--- src/rtl/rate_pulse_pkg.sv ---
package rate_pulse_pkg;
  localparam int NUM_CTRL = 2;
  localparam int CH_FAST  = 0;
  localparam int CH_SLOW  = 1;
endpackage

--- src/rtl/ctrl_fall_detect.sv ---
module ctrl_fall_detect #(
  parameter int N = 2
) (
  input  logic         clk_i,
  input  logic         rst_ni,
  input  logic [N-1:0] lvl_i,
  output logic [N-1:0] fall_o
);
  for (genvar g = 0; g < N; g++) begin : g_ch
    logic samp_q, prev_q;
    always_ff @(posedge clk_i or negedge rst_ni) begin
      if (!rst_ni) begin
        samp_q <= 1'b0;
        prev_q <= 1'b0;
      end else begin
        samp_q <= lvl_i[g];
        prev_q <= samp_q;
      end
    end
    assign fall_o[g] = prev_q & ~samp_q;

    assert_no_back2back_R3: assert property (@(posedge clk_i) disable iff (!rst_ni)
      fall_o[g] |=> !fall_o[g]);
  end
endmodule

--- src/rtl/ratio_step.sv ---
module ratio_step #(
  parameter int MAX_RATIO  = 16,
  parameter int INIT_RATIO = 8,
  parameter int RW         = $clog2(MAX_RATIO + 1)
) (
  input  logic          clk_i,
  input  logic          rst_ni,
  input  logic          fast_i,
  input  logic          slow_i,
  output logic [RW-1:0] ratio_o
);
  localparam logic [RW-1:0] MAX_R  = RW'(MAX_RATIO);
  localparam logic [RW-1:0] INIT_R = RW'(INIT_RATIO);
  localparam logic [RW-1:0] ONE_R  = RW'(1);

  logic [RW-1:0] ratio_q, ratio_d;

  always_comb begin
    ratio_d = ratio_q;
    if (fast_i && !slow_i && ratio_q > ONE_R)      ratio_d = ratio_q - ONE_R;
    else if (slow_i && !fast_i && ratio_q < MAX_R) ratio_d = ratio_q + ONE_R;
  end

  always_ff @(posedge clk_i or negedge rst_ni) begin
    if (!rst_ni) ratio_q <= INIT_R;
    else         ratio_q <= ratio_d;
  end

  assign ratio_o = ratio_q;

  assert_ratio_range_R5: assert property (@(posedge clk_i) disable iff (!rst_ni)
    (ratio_q >= ONE_R) && (ratio_q <= MAX_R));
  assert_step_down_R3: assert property (@(posedge clk_i) disable iff (!rst_ni)
    (fast_i && !slow_i && ratio_q > ONE_R) |=> (ratio_q == $past(ratio_q) - ONE_R));
  assert_step_up_R4: assert property (@(posedge clk_i) disable iff (!rst_ni)
    (slow_i && !fast_i && ratio_q < MAX_R) |=> (ratio_q == $past(ratio_q) + ONE_R));
  assert_floor_R5: assert property (@(posedge clk_i) disable iff (!rst_ni)
    (fast_i && ratio_q == ONE_R) |=> (ratio_q == ONE_R));
  assert_both_hold_R6: assert property (@(posedge clk_i) disable iff (!rst_ni)
    (fast_i && slow_i) |=> $stable(ratio_q));
  assert_quiet_hold_R7: assert property (@(posedge clk_i) disable iff (!rst_ni)
    (!fast_i && !slow_i) |=> $stable(ratio_q));
endmodule

--- src/rtl/period_counter.sv ---
module period_counter #(
  parameter int MAX_RATIO = 16,
  parameter int RW        = $clog2(MAX_RATIO + 1),
  parameter int CW        = (MAX_RATIO > 1) ? $clog2(MAX_RATIO) : 1
) (
  input  logic          clk_i,
  input  logic          rst_ni,
  input  logic [RW-1:0] ratio_i,
  output logic          pulse_o
);
  logic [CW-1:0] cnt_q;
  logic [RW-1:0] term, cnt_ext;

  assign term    = ratio_i - RW'(1);
  assign cnt_ext = RW'(cnt_q);
  assign pulse_o = (cnt_ext == term);

  // overshoot after a shrink restarts without a pulse
  always_ff @(posedge clk_i or negedge rst_ni) begin
    if (!rst_ni)              cnt_q <= '0;
    else if (cnt_ext >= term) cnt_q <= '0;
    else                      cnt_q <= cnt_q + CW'(1);
  end

  assert_wrap_R9: assert property (@(posedge clk_i) disable iff (!rst_ni)
    pulse_o |=> (cnt_q == '0));
  assert_single_R9: assert property (@(posedge clk_i) disable iff (!rst_ni)
    (pulse_o && ratio_i > RW'(2)) |=> !pulse_o);
  assert_overshoot_R8: assert property (@(posedge clk_i) disable iff (!rst_ni)
    (cnt_ext > term) |=> (cnt_q == '0));
endmodule

--- src/rtl/rate_pulse_gen.sv ---
module rate_pulse_gen
  import rate_pulse_pkg::*;
#(
  parameter int MAX_RATIO  = 16,
  parameter int INIT_RATIO = 8
) (
  input  logic clk_i,
  input  logic rst_ni,
  input  logic speed_up_i,
  input  logic slow_down_i,
  output logic pulse_o
);
  localparam int RW = $clog2(MAX_RATIO + 1);

  logic [NUM_CTRL-1:0] lvl, fall;
  logic [RW-1:0]       ratio;

  always_comb begin
    lvl          = '0;
    lvl[CH_FAST] = speed_up_i;
    lvl[CH_SLOW] = slow_down_i;
  end

  ctrl_fall_detect #(.N(NUM_CTRL)) u_edge (
    .clk_i(clk_i), .rst_ni(rst_ni), .lvl_i(lvl), .fall_o(fall));

  ratio_step #(.MAX_RATIO(MAX_RATIO), .INIT_RATIO(INIT_RATIO), .RW(RW)) u_ratio (
    .clk_i(clk_i), .rst_ni(rst_ni), .fast_i(fall[CH_FAST]),
    .slow_i(fall[CH_SLOW]), .ratio_o(ratio));

  period_counter #(.MAX_RATIO(MAX_RATIO), .RW(RW)) u_cnt (
    .clk_i(clk_i), .rst_ni(rst_ni), .ratio_i(ratio), .pulse_o(pulse_o));

  assert_reset_quiet_R1: assert property (@(posedge clk_i)
    !rst_ni |-> !pulse_o);
endmodule

--- config.mk ---
export PLATFORM = sky130hd
export DESIGN_NAME = rate_pulse_gen
export DESIGN_NICKNAME = d
export VERILOG_FILES = /design/src/rtl/rate_pulse_pkg.sv /design/src/rtl/ctrl_fall_detect.sv /design/src/rtl/ratio_step.sv /design/src/rtl/period_counter.sv /design/src/rtl/rate_pulse_gen.sv
export SDC_FILE = /design/constraint.sdc
export NUM_CORES = 1
export LEC_CHECK = 0
export ABC_AREA = 1
export BUFFER_PORTS_ARGS = -buffer_cell sky130_fd_sc_hd__buf_4
export CORE_ASPECT_RATIO = 0.7
export CORE_MARGIN = 3
export CORE_UTILIZATION = 28
export DETAILED_ROUTE_END_ITERATION = 7
export PLACE_DENSITY = 0.47
export SYNTH_ARGS = -nofsm -noshare
export SYNTH_HDL_FRONTEND = slang
export SYNTH_SLANG_ARGS = --single-unit
--- constraint.sdc ---
create_clock -name clk_i -period 2.4 [get_ports clk_i]
set_input_delay 0.12 -clock clk_i [delete_from_list [all_inputs] [get_ports clk_i]]
set_output_delay 0.12 -clock clk_i [all_outputs]
set_load 0.03 [all_outputs]
==> results of run 1 <==
-- worst max-delay path, delay by kind of cell, from the launching register on --
family        cells  cell delay (ps)
xor+xnor          1              180
fa+ha+maj         2              520
flops             1              440
buf+inv           4              400
simple gates      3              280
-- what timing repair did --
action                                  4_1_cts  5_1_grt
endpoints found under the hold margin        15        0
gates resized for setup                       0        1
buffers inserted                              0        0
endpoints found under the setup margin        0        1
hold buffers                                  3        0
-- placed cells by master, fill, tap and decap left out, drive strengths merged --
cell type	instances
nand2	29
inv	13
dfrtp	12
nor2	11
nand3	9
ha	8
buf	5
xor2	5
clkbuf	4
dlygate4sd3	3
clkinv	1
xnor2	1
a21oi	1
or2	1
o21bai	1
a31oi	1
and2	1
nand4	1
o211ai	1
o21ai	1
dfstp	1
-- where the power goes --
group	leakage (nW)	total, mW	internal (mW)	switching (mW)
combinational	0.343	0.719	0.305	0.414
clock	0.0228	0.188	0.117	0.0713
sequential	0.154	0.405	0.299	0.106
-- layout make-up --
| cell class | count | share of cell area [%] |
|---|---|---|
| Timing Repair Buffer | 8 | 6.65 |
| Clock buffer | 4 | 4.43 |
| Multi-Input combinational cell | 71 | 47.0 |
| Tap cell | 36 | 4.43 |
| Inverter | 14 | 5.30 |
| Sequential cell | 13 | 32.1 |
-- worst paths after layout --
kind                                       start                     to  slack, ps  cells after the start
max                           u_ratio.ratio_o[1]                pulse_o        220                     10
min in group clk_i         u_edge.g_ch[0].samp_q  u_edge.g_ch[0].prev_q        370                      0
max reg2reg                   u_ratio.ratio_o[1]         u_cnt.cnt_q[2]        330                     11
max in group asynchronous                 rst_ni     u_ratio.ratio_o[3]       1890                      2
min                                       rst_ni         u_cnt.cnt_q[2]        270                      2
min reg2reg                u_edge.g_ch[0].samp_q  u_edge.g_ch[0].prev_q        370                      0
-- flip-flops by register name (all words and copies together) (netlist names) --
signal and cells:
u_edge.g_ch.samp_q 2, u_cnt.cnt_q 4, u_edge.g_ch.prev_q 2, u_ratio.ratio_o 5
-- routing by layer --
layer | global-route usage (%) | vias up | share of wire, %
met3 | 2.11 | 2 | 2.5
met4 | 4.06 | 0 | 0.65
met1 | 14.3 | 270 | 62
met2 | 12.4 | 6 | 34
li1 | - | 327 | -
met5 | 0 | - | 0
-- per-stage QoR --
stage / setup slack, ps / instances
finish: 225 / 146
global route: 16.0 / 146
CTS: 166 / 146
detailed placement: 288 / 139
global placement: 345 / 139
floorplan: 434 / 99
-- kinds of logic (layout without fill, tap and decap cells) --
logic type / count (synthesis) / count (layout) / share of synthesized area (%)
DFF: 13 / 13 / 37.9
and+or+nand+nor: 52 / 52 / 31.5
adders and majority gates: 8 / 8 / 11.6
xor gates and xnor gates: 6 / 6 / 7.84
AOI/OAI and AO/OA: 5 / 5 / 3.63
buffers and inverters: 15 / 26 / 7.55
==> qor.yml, run 1 <==
status:
  status: "finished, final reports clean"
synthesis:
  synthTopCellsByCount: "nand2_1 (22), dfrtp_1 (12), inv_1 (12)"
  synth_warnings: 0
  synthTopCellsByArea: "dfrtp_1 (35%), ha_1 (12%), nand2_1 (9.6%)"
  ys_types: 25
  synthesis.instances: 99
  synth_area_leader_cell: "dfrtp_1"
  synth_top_cell_area_share_pct: 34.8
  avgSynthCellArea_um2: 8.71
  synthFlopType: "dfrtp_1"
  post-synth-top-count-cell: "nand2_1"
  synthArstFlopShare_pct: 100
  synth_seq_area_share_pct: 37.9
  synth_seq_cells: 13
  synthesis.area_um2: 862
  syn-num-nets: 111
  synth-edff-count: 0
worst_setup_path:
  critPathMaxStageDelay_ps: 440
  crit_arrival_ps: 2060
  end_kind: "output pin"
  worstPathRequired_ps: 2280
  crit_top_cell: "inv_1"
  slowest_stage: "dfrtp_1"
  startpoint_type: "register"
  worstSetupPathType: "reg2out"
  crit_path_max_fanout: 6
  path_cells: "inv_1, ha_1, xor2_2, inv_1, ha_1, nand3_1, nor2_1, nand2_2, inv_1, buf_4"
sta:
  finClkSkew_ps: 5.35
  fin_tns_setup_ps: 0
  worst_pin_slew_ps: 420
  slew_violations: 0
  fmax_ghz: 0.460
  period_needed_ps: 2180
  hold_viol_final: 0
  whs_ps: 274
  fin_crit_sh_pct: 90.6
  setup_violations: 0
  grt_setup_unrepaired: "no"
  relSlewSlack_pct: 72.0
layout:
  fillerInstances: 311
  areaGrowthSynthToFinish_pct: 17.9
  nNetsFinal: 123
  multi_input_area_um2: 478
  design_area_um2: 1020
  drive_gt1_share_pct: 23.6
  final_util_pct: 35.5
  antennaDiodeCount: 0
  seqCellArea_um2: 327
hold_path:
  hold_path_class: "in2async"
detailed_routing:
  num_vias: 605
  post_drt_via_cell_ratio: 4.14
  drt-total-wl_um: 1540
  wire_per_inst_um: 10.6
  remaining_drc_errors: 0
  dr.pass1.iters: 4
  detail-route-antenna-nets: 0
  drt-initial-drc-count: 45
grt:
  grt_pass1_vias: 596
  grt_usage_pct: 9.42
  antenna_found_initial: 0
  grt-ovfl-total: 0
  grt_pass1_wl_um: 2690
  grt_max_degree: 14
placed_design:
  dp_hpwl_um: 1210
  post_dp_cell_area_um2: 933
  place.gp.congestion: 0.751
  io_buffers: 4
die:
  die_w_um: 72.3
  core_um2: 2860
  die-area_um2: 3790
  start_util_pct: 30.1
  rows: 16
  dieHeight_um: 52.4
  ios: 5
clock_tree:
  h-tree-depth: 1
  cts_sinks: 13
  cts.path.max_buffers: 2
  clk_latency_ps: 240
  tritoncts: "yes"
  cts_made_buffers: 3
  root_buffer: "clkbuf_8"
  clk_pin_slew_ps: 50
power_and_ir_drop:
  leakage_nw: 0.520
  peakVddDrop_uv: 445
  power_density_nw_per_um2: 1290
  power_mw: 1.31
run:
  cap_violations: 0
Note: power is estimated with default switching activity, not from simulation.
==> run 2: changes to the inputs <==
PLACE_DENSITY = 0.43   (was 0.47)
SLEW_MARGIN = 20   (was not set)
==> run 2 against run 1 <==
  * Utilization fell by 0.26 points
  * Clock power rose by 3%
  * Non-clock buffer count did not move
  * Critical path type unchanged
  * Largest cell class unchanged
  * Highest routed layer is now met3
==> qor.yml, run 2 (synthesis results as in run 1) <==
status:
  status: "finished, final reports clean"
power_and_ir_drop:
  p_clk_share_pct: 14.9  # +0.6 points
  intPower_mw: 0.717  # -0.58%
  power_mw: 1.30  # -0.80%
  leakage_nw: 0.519  # -0.11%
  peakVddDrop_uv: 305  # -31%
  seqPwrFrac_pct: 30.6  # -0.3 points
  power_density_nw_per_um2: 1290  # about the same
  comb_power_share_pct: 54.6  # -0.2 points
  switching_share_pct: 44.9  # -0.12 points
  power.switching_mw: 0.585  # -1.1%
sta:
  fin_crit_sh_pct: 91.5  # +0.92 points
  relSlewSlack_pct: 74.0  # +2.0 points
  worst_pin_slew_ps: 390  # -30.2 ps
  finClkSkew_ps: 2.37  # -2.97 ps
  hold_viol_final: 0  # unchanged
  fmax_ghz: 0.455  # -1.0%
  grt_setup_unrepaired: "no"
  slew_violations: 0  # unchanged
  fin_ws_ps: 203  # -22.0 ps
  setup_violations: 0  # unchanged
  fin_tns_setup_ps: 0  # unchanged
  period_needed_ps: 2200  # +22.0 ps
die:
  die_w_um: 72.3  # unchanged
  core_um2: 2860  # unchanged
  ios: 5  # unchanged
  die-area_um2: 3790  # unchanged
  dieHeight_um: 52.4  # unchanged
  start_util_pct: 30.1  # unchanged
  rows: 16  # unchanged
clock_tree:
  cts_resized: 0  # unchanged
  h-tree-depth: 1  # unchanged
  cts_setup_buffers: 0  # unchanged
  cts.path.max_buffers: 2  # unchanged
  cts_sinks: 13  # unchanged
  cts_made_buffers: 3  # unchanged
  tritoncts: "yes"
  clk_pin_slew_ps: 60  # about the same
  clk_latency_ps: 240  # about the same
  root_buffer: "clkbuf_8"
  cts_hold_buf: 3  # unchanged
detailed_routing:
  drt-total-wl_um: 1550  # +0.45%
  wire_per_inst_um: 10.6  # +0.45%
  dr.pass1.iters: 4  # unchanged
  remaining_drc_errors: 0  # unchanged
  post_drt_via_cell_ratio: 4.29  # +3.5%
  num_vias: 626  # +3.5%
  drt-initial-drc-count: 49  # +8.9%
  detail-route-antenna-nets: 0  # unchanged
layout:
  design_area_um2: 1010  # -0.74%
  final_common_cell: "nand2_1"
  largest_register_ffs: 5  # unchanged
  nNetsFinal: 123  # unchanged
  antennaDiodeCount: 0  # unchanged
  drive_gt1_share_pct: 22.7  # -0.91 points
  layout_common_cells: "nand2_1 (22), inv_1 (12), dfrtp_1 (12)"
  areaGrowthSynthToFinish_pct: 17.0
  final_util_pct: 35.2  # -0.26 points
worst_setup_path:
  crit_path_max_fanout: 6  # unchanged
  worstSetupPathType: "reg2out"
  rrSetupSlack_ps: 310  # -20 ps
  end_kind: "output pin"
  worstPathRequired_ps: 2280  # about the same
  crit_arrival_ps: 2080  # +20 ps
  startpoint_type: "register"
grt:
  grt_max_degree: 14  # unchanged
  grt_pass1_wl_um: 2820  # +4.6%
  antenna_found_initial: 0  # unchanged
  grt_pass1_vias: 626  # +5.0%
  grt_usage_pct: 9.94  # +0.52 points
  grt-ovfl-total: 0  # unchanged
run:
  cap_violations: 0  # unchanged
placed_design:
  io_buffers: 4  # unchanged
  dp_slack_ps: 322  # +33.5 ps
  dp_hpwl_um: 1220  # +0.68%
  place.gp.congestion: 0.704  # -6.2%
  post_dp_cell_area_um2: 933  # unchanged
hold_path:
  hold_path_class: "in2async"
## run 2: cell counts in the layout (fill, tap and decap cells not counted)
No cell type changed its count.
## run 2: power by group through the flow
stage | Sequential, mW | Clock [mW] | Combinational, mW
after floorplan | 0.377 | 0 | 0.582
after global placement | 0.406 | 0 | 0.703
after detailed placement | 0.404 | 0 | 0.707
after CTS | 0.400 | 0.201 | 0.719
after global routing | 0.412 | 0.214 | 0.833
final | 0.398 | 0.194 | 0.710
## run 2: layer usage
layer / vias to the layer above / GRT usage (%) / wire length [um]
met5: - / 0 / 0
met4: 0 / 5.63 / 0
met3: 0 / 1.72 / 44
met2: 8 / 12.8 / 599
met1: 289 / 15.1 / 906
li1: 329 / - / -
## run 2: path summary, 6_finish.rpt
check / to / cells after the start / from
min: u_ratio.ratio_o[0] / 2 / rst_ni
min in group clk_i: u_edge.g_ch[0].prev_q / 0 / u_edge.g_ch[0].samp_q
max in group asynchronous: u_ratio.ratio_o[3] / 2 / rst_ni
max: pulse_o / 10 / u_ratio.ratio_o[1]
min reg2reg: u_edge.g_ch[0].prev_q / 0 / u_edge.g_ch[0].samp_q
max reg2reg: u_cnt.cnt_q[2] / 11 / u_ratio.ratio_o[1]
## run 2: critical path, cell delays in order, from the launching register on
cell,delay [ps]
dfrtp_1,440
inv_1,130
ha_1,210
xor2_1,210
inv_1,70
ha_1,280
nand3_1,90
nor2_1,120
nand2_2,80
inv_1,60
buf_4,150
## run 2: metrics by stage
stage	cells	hold WS [ps]
after CTS	146	264
final	146	264
after global placement	139	-25.2
after floorplan	99	-176
after global routing	146	282
after detailed placement	139	-20.1
## run 2: area by class of cell
| class | instances | area (um2) |
|---|---|---|
| clock buffers | 4 | 45.0 |
| fillers | 303 | 1850 |
| inverters | 14 | 53.8 |
| multi-input cells | 71 | 470 |
| flip-flops and latches | 13 | 327 |
| well taps | 36 | 45.0 |
| repair buffers | 8 | 67.6 |
